File: config.mk
export PLATFORM = sky130hd
export DESIGN_NAME = retire_trip_monitor
export DESIGN_NICKNAME = d
export VERILOG_FILES = /design/src/rtl/rtm_pkg.sv /design/src/rtl/rtm_cfg_regs.sv /design/src/rtl/rtm_window.sv /design/src/rtl/rtm_evt_counter.sv /design/src/rtl/retire_trip_monitor.sv
export SDC_FILE = /design/constraint.sdc
export NUM_CORES = 1
export LEC_CHECK = 0
export CAP_MARGIN = 0
export CORE_UTILIZATION = 30
export DETAILED_ROUTE_END_ITERATION = 8
export GPL_TIMING_DRIVEN = 1
export SYNTH_ARGS = -nofsm -noshare
export SYNTH_HDL_FRONTEND = slang
export SYNTH_SLANG_ARGS = --single-unit
File: constraint.sdc
create_clock -name clk -period 1.8 [get_ports clk]
set_input_delay 0.27 -clock clk [delete_from_list [all_inputs] [get_ports clk]]
set_output_delay 0.27 -clock clk [all_outputs]
set_load 0.005 [all_outputs]
File: src/rtl/rtm_pkg.sv
package rtm_pkg;
  localparam int WIN_W  = 10;
  localparam int THR_W  = 7;
  localparam int NCNT   = 2;
  localparam int CFG_DW = 32;
  localparam int ADDR_W = 2;

  typedef enum logic [1:0] {
    SRC_INSN     = 2'b00,
    SRC_BRANCH   = 2'b01,
    SRC_RETURN   = 2'b10,
    SRC_INDIRECT = 2'b11
  } win_src_e;

  typedef struct packed {
    logic             glb_en;
    logic             frz_en;
    logic             guest_dis;
    logic             and_mode;
    win_src_e         src;
    logic [WIN_W-1:0] win_size;
  } ctrl_t;

  typedef struct packed {
    logic             en;
    logic             consec;
    logic [THR_W-1:0] thr;
  } cnt_cfg_t;
endpackage

File: src/rtl/rtm_cfg_regs.sv
module rtm_cfg_regs
  import rtm_pkg::*;
(
  input  logic                   clk,
  input  logic                   rst_n,
  input  logic                   we_i,
  input  logic [ADDR_W-1:0]      addr_i,
  input  logic [CFG_DW-1:0]      wdata_i,
  output ctrl_t                  ctrl_o,
  output cnt_cfg_t [NCNT-1:0]    cnt_cfg_o,
  output logic                   frz_clr_o
);
  ctrl_t ctrl_q, ctrl_d;
  logic  ctrl_we;

  assign ctrl_we   = we_i && (addr_i == '0);
  assign frz_clr_o = ctrl_we && wdata_i[31];

  always_comb begin
    ctrl_d = ctrl_q;
    if (ctrl_we) begin
      ctrl_d.glb_en    = wdata_i[0];
      ctrl_d.frz_en    = wdata_i[1];
      ctrl_d.guest_dis = wdata_i[2];
      ctrl_d.and_mode  = wdata_i[3];
      ctrl_d.src       = win_src_e'(wdata_i[5:4]);
      ctrl_d.win_size  = wdata_i[16 +: WIN_W];
    end
  end

  always_ff @(posedge clk or negedge rst_n) begin
    if (!rst_n) begin
      ctrl_q.glb_en    <= 1'b0;
      ctrl_q.frz_en    <= 1'b0;
      ctrl_q.guest_dis <= 1'b0;
      ctrl_q.and_mode  <= 1'b0;
      ctrl_q.src       <= SRC_INSN;
      ctrl_q.win_size  <= {WIN_W{1'b1}};
    end else if (ctrl_we) begin
      ctrl_q <= ctrl_d;
    end
  end
  assign ctrl_o = ctrl_q;

  for (genvar i = 0; i < NCNT; i++) begin : g_cnt_reg
    cnt_cfg_t cc_q, cc_d;
    logic     cc_we;
    assign cc_we = we_i && (addr_i == ADDR_W'(i + 1));

    always_comb begin
      cc_d = cc_q;
      if (cc_we) begin
        cc_d.en     = wdata_i[0];
        cc_d.consec = wdata_i[1];
        cc_d.thr    = wdata_i[8 +: THR_W];
      end
    end

    always_ff @(posedge clk or negedge rst_n) begin
      if (!rst_n) begin
        cc_q.en     <= 1'b0;
        cc_q.consec <= 1'b0;
        cc_q.thr    <= {THR_W{1'b1}};
      end else if (cc_we) begin
        cc_q <= cc_d;
      end
    end
    assign cnt_cfg_o[i] = cc_q;
  end

  logic unused_bits;
  assign unused_bits = ^{wdata_i[30:26], wdata_i[15], wdata_i[7:6]};
endmodule

File: src/rtl/rtm_window.sv
module rtm_window
  import rtm_pkg::*;
(
  input  logic             clk,
  input  logic             rst_n,
  input  logic             adv_i,
  input  logic             clr_i,
  input  logic [WIN_W-1:0] size_i,
  output logic             expire_o
);
  logic [WIN_W-1:0] cnt_q, cnt_d;
  logic [WIN_W:0]   cnt_inc;

  assign cnt_inc  = {1'b0, cnt_q} + 1'b1;
  assign expire_o = adv_i && (cnt_inc >= {1'b0, size_i});

  always_comb begin
    cnt_d = cnt_q;
    if (clr_i || expire_o) cnt_d = '0;
    else if (adv_i)        cnt_d = cnt_inc[WIN_W-1:0];
  end

  always_ff @(posedge clk or negedge rst_n) begin
    if (!rst_n) cnt_q <= '0;
    else        cnt_q <= cnt_d;
  end

  p_expire_restarts_r3: assert property (@(posedge clk) disable iff (!rst_n)
    expire_o |=> (cnt_q == '0));
endmodule

File: src/rtl/rtm_evt_counter.sv
module rtm_evt_counter
  import rtm_pkg::*;
(
  input  logic             clk,
  input  logic             rst_n,
  input  logic             active_i,
  input  cnt_cfg_t         cfg_i,
  input  logic             ev_i,
  input  logic             src_stb_i,
  input  logic             clr_i,
  output logic             met_o
);
  localparam logic [THR_W-1:0] CNT_MAX = {THR_W{1'b1}};

  logic [THR_W-1:0] cnt_q, cnt_d;
  logic             live;

  assign live  = active_i && cfg_i.en;
  assign met_o = cfg_i.en && (cnt_q >= cfg_i.thr);

  always_comb begin
    cnt_d = cnt_q;
    if (clr_i)                                cnt_d = '0;
    else if (live && ev_i)                    cnt_d = (cnt_q == CNT_MAX) ? cnt_q : cnt_q + 1'b1;
    else if (live && cfg_i.consec && src_stb_i) cnt_d = '0;
  end

  always_ff @(posedge clk or negedge rst_n) begin
    if (!rst_n) cnt_q <= '0;
    else        cnt_q <= cnt_d;
  end

  p_saturate_r4: assert property (@(posedge clk) disable iff (!rst_n)
    (cnt_q == CNT_MAX && live && ev_i && !clr_i) |=> (cnt_q == CNT_MAX));
  p_run_broken_r5: assert property (@(posedge clk) disable iff (!rst_n)
    (live && cfg_i.consec && src_stb_i && !ev_i && !clr_i) |=> (cnt_q == '0));
  p_clear_wins_r13: assert property (@(posedge clk) disable iff (!rst_n)
    clr_i |=> (cnt_q == '0));
endmodule

File: src/rtl/retire_trip_monitor.sv
module retire_trip_monitor
  import rtm_pkg::*;
(
  input  logic              clk,
  input  logic              rst_n,
  input  logic              ret_insn_i,
  input  logic              ret_branch_i,
  input  logic              ret_return_i,
  input  logic              ret_indirect_i,
  input  logic [NCNT-1:0]   event_i,
  input  logic              guest_i,
  input  logic              cfg_we_i,
  input  logic [ADDR_W-1:0] cfg_addr_i,
  input  logic [CFG_DW-1:0] cfg_wdata_i,
  output logic              trip_o,
  output logic              freeze_o
);
  logic [1:0] rst_sync_q;
  logic       rst_s_n;

  always_ff @(posedge clk or negedge rst_n) begin
    if (!rst_n) rst_sync_q <= 2'b00;
    else        rst_sync_q <= {rst_sync_q[0], 1'b1};
  end
  assign rst_s_n = rst_sync_q[1];

  ctrl_t               ctrl;
  cnt_cfg_t [NCNT-1:0] cnt_cfg;
  logic                frz_clr;

  rtm_cfg_regs i_cfg (
    .clk       (clk),
    .rst_n     (rst_s_n),
    .we_i      (cfg_we_i),
    .addr_i    (cfg_addr_i),
    .wdata_i   (cfg_wdata_i),
    .ctrl_o    (ctrl),
    .cnt_cfg_o (cnt_cfg),
    .frz_clr_o (frz_clr)
  );

  logic       active, src_stb, win_expire, trip_cond, clr_all;
  logic [3:0] stb_vec;
  logic [NCNT-1:0] met;

  assign active  = ctrl.glb_en && !(ctrl.guest_dis && guest_i);
  assign stb_vec = {ret_indirect_i, ret_return_i, ret_branch_i, ret_insn_i};
  assign src_stb = stb_vec[ctrl.src];

  rtm_window i_win (
    .clk      (clk),
    .rst_n    (rst_s_n),
    .adv_i    (active && src_stb),
    .clr_i    (trip_cond),
    .size_i   (ctrl.win_size),
    .expire_o (win_expire)
  );

  for (genvar i = 0; i < NCNT; i++) begin : g_cnt
    rtm_evt_counter i_cnt (
      .clk       (clk),
      .rst_n     (rst_s_n),
      .active_i  (active),
      .cfg_i     (cnt_cfg[i]),
      .ev_i      (event_i[i]),
      .src_stb_i (src_stb),
      .clr_i     (clr_all),
      .met_o     (met[i])
    );
  end

  logic any_en, all_ok, any_met, combined;
  always_comb begin
    any_en  = 1'b0;
    all_ok  = 1'b1;
    any_met = 1'b0;
    for (int i = 0; i < NCNT; i++) begin
      any_en  = any_en  | cnt_cfg[i].en;
      all_ok  = all_ok  & (!cnt_cfg[i].en | met[i]);
      any_met = any_met | met[i];
    end
    combined = ctrl.and_mode ? (any_en && all_ok) : any_met;
  end

  assign trip_cond = active && ret_insn_i && combined;
  assign clr_all   = trip_cond || win_expire;

  logic trip_q, trip_d, frz_q, frz_d;
  always_comb begin
    trip_d = trip_cond;
    frz_d  = frz_q;
    if (trip_cond && ctrl.frz_en) frz_d = 1'b1;
    else if (frz_clr)             frz_d = 1'b0;
  end

  always_ff @(posedge clk or negedge rst_s_n) begin
    if (!rst_s_n) begin
      trip_q <= 1'b0;
      frz_q  <= 1'b0;
    end else begin
      trip_q <= trip_d;
      frz_q  <= frz_d;
    end
  end

  assign trip_o   = trip_q;
  assign freeze_o = frz_q;

  p_trip_on_retire_r9: assert property (@(posedge clk) disable iff (!rst_s_n)
    trip_o |-> $past(ret_insn_i));
  p_freeze_sticky_r10: assert property (@(posedge clk) disable iff (!rst_s_n)
    (freeze_o && !(cfg_we_i && cfg_addr_i == '0 && cfg_wdata_i[31])) |=> freeze_o);
  p_guest_quiet_r11: assert property (@(posedge clk) disable iff (!rst_s_n)
    (ctrl.guest_dis && guest_i) |=> !trip_o);
  p_global_gate_r12: assert property (@(posedge clk) disable iff (!rst_s_n)
    !ctrl.glb_en |=> !trip_o);
endmodule

## Word level (Yosys, flattened, before mapping)

Index checks and enable logic that the tools add are counted.

- Reduce and logical (&&, ||, !) cells: 33
- Equality and inequality tests: 6
- $add $sub $neg: 3
- Order comparisons: 4
- Bitwise logic cells: 5
- Mux-type cells: 15

Operator list:

| operator | number |
|---|---|
| 7-bit 2-to-1 mux | 8 |
| 1-bit logical AND | 22 |
| 10-bit 2-to-1 mux | 2 |
| 7-bit by 1-bit adder with 7-bit output, second input constant | 2 |
| 7-bit == test, second input constant | 2 |
| 7-bit >= comparator | 2 |
| 10-bit by 1-bit adder with 11-bit output, second input constant | 1 |
| 11-bit by 10-bit >= comparator with 1-bit output | 1 |
| 3-bit != test, second input constant | 2 |
| 3-bit nonzero test | 2 |
| 1-bit 2-to-1 mux | 4 |
| 1-bit bitwise OR | 4 |
| 2-bit AND reduction | 2 |
| 2-bit nonzero test | 2 |
| 1-bit logical NOT | 3 |
| 2-bit by 3-bit less-than comparator with 1-bit output, second input constant | 1 |
| 1-bit binary-select mux with 2-bit select | 1 |
| 2-bit by 1-bit == test with 1-bit output, second input constant | 1 |
| 2-bit == test, second input constant | 1 |
| 2-bit logical NOT | 1 |
| 1-bit bitwise AND | 1 |
| 1-bit logical OR | 1 |

- Word-level logic and storage cells: 84
- Output and inout port bits: 2
- Register bits after elaboration: 62
- Input port bits: 44

## Depth between registers and ports, before layout

- Depth after elaboration: 10
- Depth in mapped cells: 13
- Mapped depth without buffers: 12

## Hierarchy

From an unflattened synthesis, not the netlist that was laid out.

- Cells, all modules: 319
- Area total of the unflattened synthesis: 3601.0 sq um

By module, submodules not included:

| module | sequential area each (sq um) | times used | area an instance (sq um) | cells each |
|---|---|---|---|---|
| rtm_cfg_regs | 880.8 | 1 | 1315.0 | 73 |
| rtm_evt_counter | 175.2 | 2 | 569.3 | 60 |
| rtm_window | 250.2 | 1 | 950.9 | 109 |
| retire_trip_monitor | 100.1 | 1 | 196.4 | 17 |

## Worst setup path after synthesis

OpenSTA, ideal clock, no wires.

- Path type: flip-flop to flip-flop
- Start point: reg i_win.cnt_q[0]
- End point: reg g_cnt[0].i_cnt.cnt_q[6]
- Slack: -982 ps
- Buffers on the path: 1
- Data arrival time: 2681 ps
- Data required time: 1699 ps
- Stages on the path, launching flop included: 14
- Period minus slack after synthesis: 2782 ps
- Cells stage by stage: dfrtp_1 > ha_1 > nand3_1 > inv_1 > nand3_1 > xnor2_1 > ha_1 > a21o_1 > a211oi_1 > o21ai_0 > o221ai_1 > a21oi_1 > buf_2 > nor4_1

- Word-level cells in the longest chain between the ends: 6

RTL lines:

| what | RTL line | source |
|---|---|---|
| from (decl) | rtm_window.sv:11 | `logic [WIN_W-1:0] cnt_q, cnt_d;` |
| from (signal assigned) | rtm_window.sv:25 | `else cnt_q <= cnt_d;` |
| 10-bit by 1-bit adder with 11-bit output (*) | rtm_window.sv:14 | `assign cnt_inc = {1'b0, cnt_q} + 1'b1;` |
| 11-bit by 10-bit >= comparator with 1-bit output (*) | rtm_window.sv:15 | `assign expire_o = adv_i && (cnt_inc >= {1'b0, size_i});` |
| 1-bit logical AND (*) | rtm_window.sv:15 |  |
| 1-bit logical OR (*) | retire_trip_monitor.sv:86 | `assign clr_all = trip_cond \|\| win_expire;` |
| 3-bit != test (no line) / 3-bit nonzero test (equally long branches) | - |  |
| 2-bit AND reduction (no line) | - |  |
| to (signal assigned) | rtm_evt_counter.sv:30 | `else cnt_q <= cnt_d;` |
| to (decl) | rtm_evt_counter.sv:15 | `logic [THR_W-1:0] cnt_q, cnt_d;` |

Every way passes the cells marked *; elsewhere a longest branch is shown, timed or not.
A chain may end at the register's enable or synchronous reset.

## Worst setup path after layout

Same ends and word-level chain as after synthesis.

==> metrics.log <==
INFO  metric vdd.ir_drop.worst = 0.5404 mV
INFO  metric cellLeakagePower = 0.002320 µW
INFO  metric synth_warnings = 0
INFO  metric setup-violations-final = 26
INFO  metric detailedRoute.firstPassIterationCount = 4
INFO  metric synthCells = 337
INFO  metric post_route_cells_drive_above_1_share = 38.56%
INFO  metric worst_setup_hold_path_clk_slew = 0.05 ns
INFO  metric areaGrowthSynthToFinish = 50.13%
INFO  metric most_common_cell_after_layout_fill_and_taps_aside = buf_4
INFO  metric placementRows = 38
INFO  metric worstPathCellList = ha_4, nand3_4, inv_2, nand3_2, xnor2_1, ha_1, a21o_1, a211oi_2, o21ai_1, o221ai_2, a21oi_2, buf_6, nor4_4
INFO  metric drtAntennaViolNets = 0
INFO  metric cell_accounting_for_the_most_synthesized_area = dfrtp_1
INFO  metric failed_checks = negative setup slack
INFO  metric core_area = 0.01103 mm²
INFO  metric timing_hold_violations_final = 0
INFO  metric drt_first_iter_violations = 92
INFO  metric place_ws = -0.7642 ns
INFO  metric fin_ws = -0.7390 ns
INFO  metric timing.setup.critical_path_class = register to register
INFO  metric cts.sink_count = 62
INFO  metric io_buffers = 37
INFO  metric cp_data_required_time = 2.04 ns
INFO  metric powerDensity = 1092 mW/mm²
INFO  metric drt_drc_violations_left = 0
INFO  metric time_the_final_worst_path_needs_with_i_o_delays_and_setup = 2.539 ns
INFO  metric place_area = 0.004614 mm²
INFO  metric synthesis.area_per_instance = 10.25 µm²
INFO  metric crit_fanout = 7
INFO  metric post-dp-hpwl = 6113 µm
INFO  metric synth-edff-count = 0
INFO  metric timing.critical_path.to_type = register
INFO  metric tightest_slew = 0.5030 ns
INFO  metric crit_path_max_incr_delay = 0.41 ns
INFO  metric mostFrequentLayoutCells = buf_4, nand2_1, clkdlybuf4s50_1, dfrtp_1, inv_1
INFO  metric insertion_delay = 0.33 ns
INFO  metric crit_buf_inv = 2
INFO  metric timing.critical_path.max_delay_family = compound AO/OA/AOI/OAI gates
INFO  metric die_h = 109.3 µm
INFO  metric seq_area_frac_synth = 45.78%
INFO  metric depth_of_the_most_critical_reg_to_reg_path = 13
INFO  metric antenna_cells_inserted = 0
INFO  metric crit_arrival = 2.78 ns
INFO  metric post_drt_wl_per_cell = 13.88 µm
INFO  metric layout_worst_path_cycle_share = 141.1%
INFO  metric worstHoldPathType = input port to asynchronous set/reset pin
INFO  metric crit_path_top_delay_cell = dfrtp_1
INFO  metric htree_num_levels = 3
INFO  metric max_cap_viols = 0
INFO  metric viasPerCell = 4.900
INFO  metric cts_root_buf = clkbuf_16
INFO  metric postSynth.asyncResetShare = 100.0%
INFO  metric antenna_found_initial = 0
INFO  metric synth_top_flop_cell = dfrtp_1
INFO  metric vias = 2935
INFO  metric clock_tree_from_tritoncts = yes
INFO  metric synth.lib_cells_used.distinct = 44
INFO  metric worst_skew = 0.007175 ns
INFO  metric cts-root-to-sink-buffers = 2
INFO  metric finalWirelength = 8315 µm
INFO  metric ys_seq_elements = 62
INFO  metric die_area = 0.01195 mm²
INFO  metric yosysTopAreaCellShare = 27.53%
INFO  metric critical_path_depth = 13
INFO  metric grt_pass1_wl = 14410 µm
INFO  metric synth.net_count = 408
INFO  metric synth.area.top_cells = dfrtp_1, dfstp_2, ha_1, mux2_2, nand2_1
INFO  metric first_global_vias = 3042
INFO  metric grt_setup_unrepaired = true
INFO  metric effective_utilization_at_floorplan = 31.32%
INFO  metric groute.usage.overall = 15.72%
INFO  metric start_kind = register
INFO  metric die_w = 109.3 µm
INFO  metric place.gp.congestion = 0.8693
INFO  metric finalMaxSlewViolations = 0
INFO  metric post_cts_hold_buffer_count = 0
INFO  metric io_pins = 46
INFO  metric cts-buffers-inserted = 9
INFO  metric grt_remaining_overflow = 0
INFO  metric run_status = finished, violations left
INFO  metric number_of_fill_cells = 1030
INFO  metric worst_slew_margin_rel = 65.60%
INFO  metric max_clock_freq = 393.9 MHz
INFO  metric final_nets = 525
INFO  metric grt_start_max_net_pins = 27
INFO  metric fin_area = 0.005186 mm²
INFO  metric post_syn_area = 0.003455 mm²
==> sequential cells by signal, summed over array words and instances, names as in the netlist <==
name and count:
trip_o 1, i_cfg.cnt_cfg_o 18, g_cnt.i_cnt.cnt_q 14, freeze_o 1
i_win.cnt_q 10, i_cfg.ctrl_o 16, rst_sync_q 2
==> per-layer routing <==
metal	up-vias	GRT usage (%)	share of wire (%)
met4	0	8.190	3.0
met3	22	3.320	3.7
met1	1411	20.65	47
met5	-	0	0
met2	51	24.30	46
li1	1451	-	-
==> final cells by class <==
class                      count  area (µm²)  area share [%]
multi-input combinational    237        1947           37.54
sequential                    62        1584           30.54
timing repair buffer         116        1051           20.27
clock buffer                  11       242.7           4.680
tap                          140       175.2           3.378
inverter                      28       105.1           2.027
clock inverter                 5       81.33           1.568
==> per-stage QoR <==
stage | setup TNS, ns | hold WS (ns) | total power, µW | utilization, % | std cells
after global placement | -15.05 | 0.2406 | 3506 | 41.83 | 577
after CTS | -16.26 | 0.09353 | 5654 | 46.77 | 598
after detailed placement | -17.74 | 0.2430 | 3557 | 41.83 | 577
after floorplan | -13.31 | -0.02559 | 2869 | - | 337
after global routing | -21.57 | 0.1031 | 6014 | 47.02 | 599
final | -17.44 | 0.09805 | 5661 | 47.02 | 599
==> Yosys cell counts, types with 3 or more instances <==
cell type  count
dfrtp_1       38
nand2_1       38
inv_1         28
ha_1          27
dfstp_2       24
mux2_2        24
a21oi_1       15
nand3_1       14
nor3_1        14
o21ai_0       14
xor2_1        11
nand4_1        9
clkbuf_1       7
nor2_1         7
nor4_1         6
o211ai_1       6
a211oi_1       5
xnor2_1        5
and2_1         4
a31oi_1        3
and3_1         3
nand2b_1       3
nor3b_1        3
==> worst reg2reg max path, cell delays in order (launching register included) <==
cell and delay, ns:
dfrtp_1 0.41, ha_4 0.18, nand3_4 0.08, inv_2 0.06, nand3_2 0.08, xnor2_1 0.17, ha_1 0.27, a21o_1 0.17
a211oi_2 0.20, o21ai_1 0.12, o221ai_2 0.23, a21oi_2 0.11, buf_6 0.16, nor4_4 0.21
==> kinds of logic (layout without fill, tap and decap cells) <==
family,count (synthesis),in the layout,synth area share [%]
flops,62,62,45.78
fa+ha+maj,27,27,9.779
mux,27,27,9.164
compound gates,58,58,11.01
simple gates,108,108,15.90
other cells,1,1,0.1086
buf+inv,38,160,4.201
xor+xnor,16,16,4.056
==> worst paths after layout <==
| check | start | to | slack, ns |
|---|---|---|---|
| max reg2reg | i_win.cnt_q[0]$_DFFE_PN0P_ | g_cnt[0].i_cnt.cnt_q[6]$_DFFE_PN0P_ | -0.74 |
| min in group clk | rst_sync_q[0]$_DFF_PN0_ | rst_sync_q[1]$_DFF_PN0_ | 0.35 |
| max in group asynchronous | rst_sync_q[1]$_DFF_PN0_ | i_cfg.cnt_cfg_o[11]$_DFFE_PN1P_ | 0.92 |
| max | i_win.cnt_q[0]$_DFFE_PN0P_ | g_cnt[0].i_cnt.cnt_q[6]$_DFFE_PN0P_ | -0.74 |
| min | rst_n | rst_sync_q[0]$_DFF_PN0_ | 0.1 |
| min reg2reg | rst_sync_q[1]$_DFF_PN0_ | i_cfg.ctrl_o[15]$_DFFE_PN0P_ | 0.23 |
==> power breakdown <==
group | leakage (µW) | switching, µW | internal (µW)
clock network | 0.000156 | 636 | 1250
registers | 0.000729 | 176 | 1710
logic | 0.00143 | 866 | 1020
==> repair_timing <==
item                                    in CTS  in global routing
endpoints found under the hold margin        0                  0
resized for setup                           21                  6
pin swaps                                    3                  5
cloned                                       2                  1
endpoints found under the setup margin      26                 26
buffers inserted                             3                  0
No activity file was read; power rests on OpenSTA's default activity.
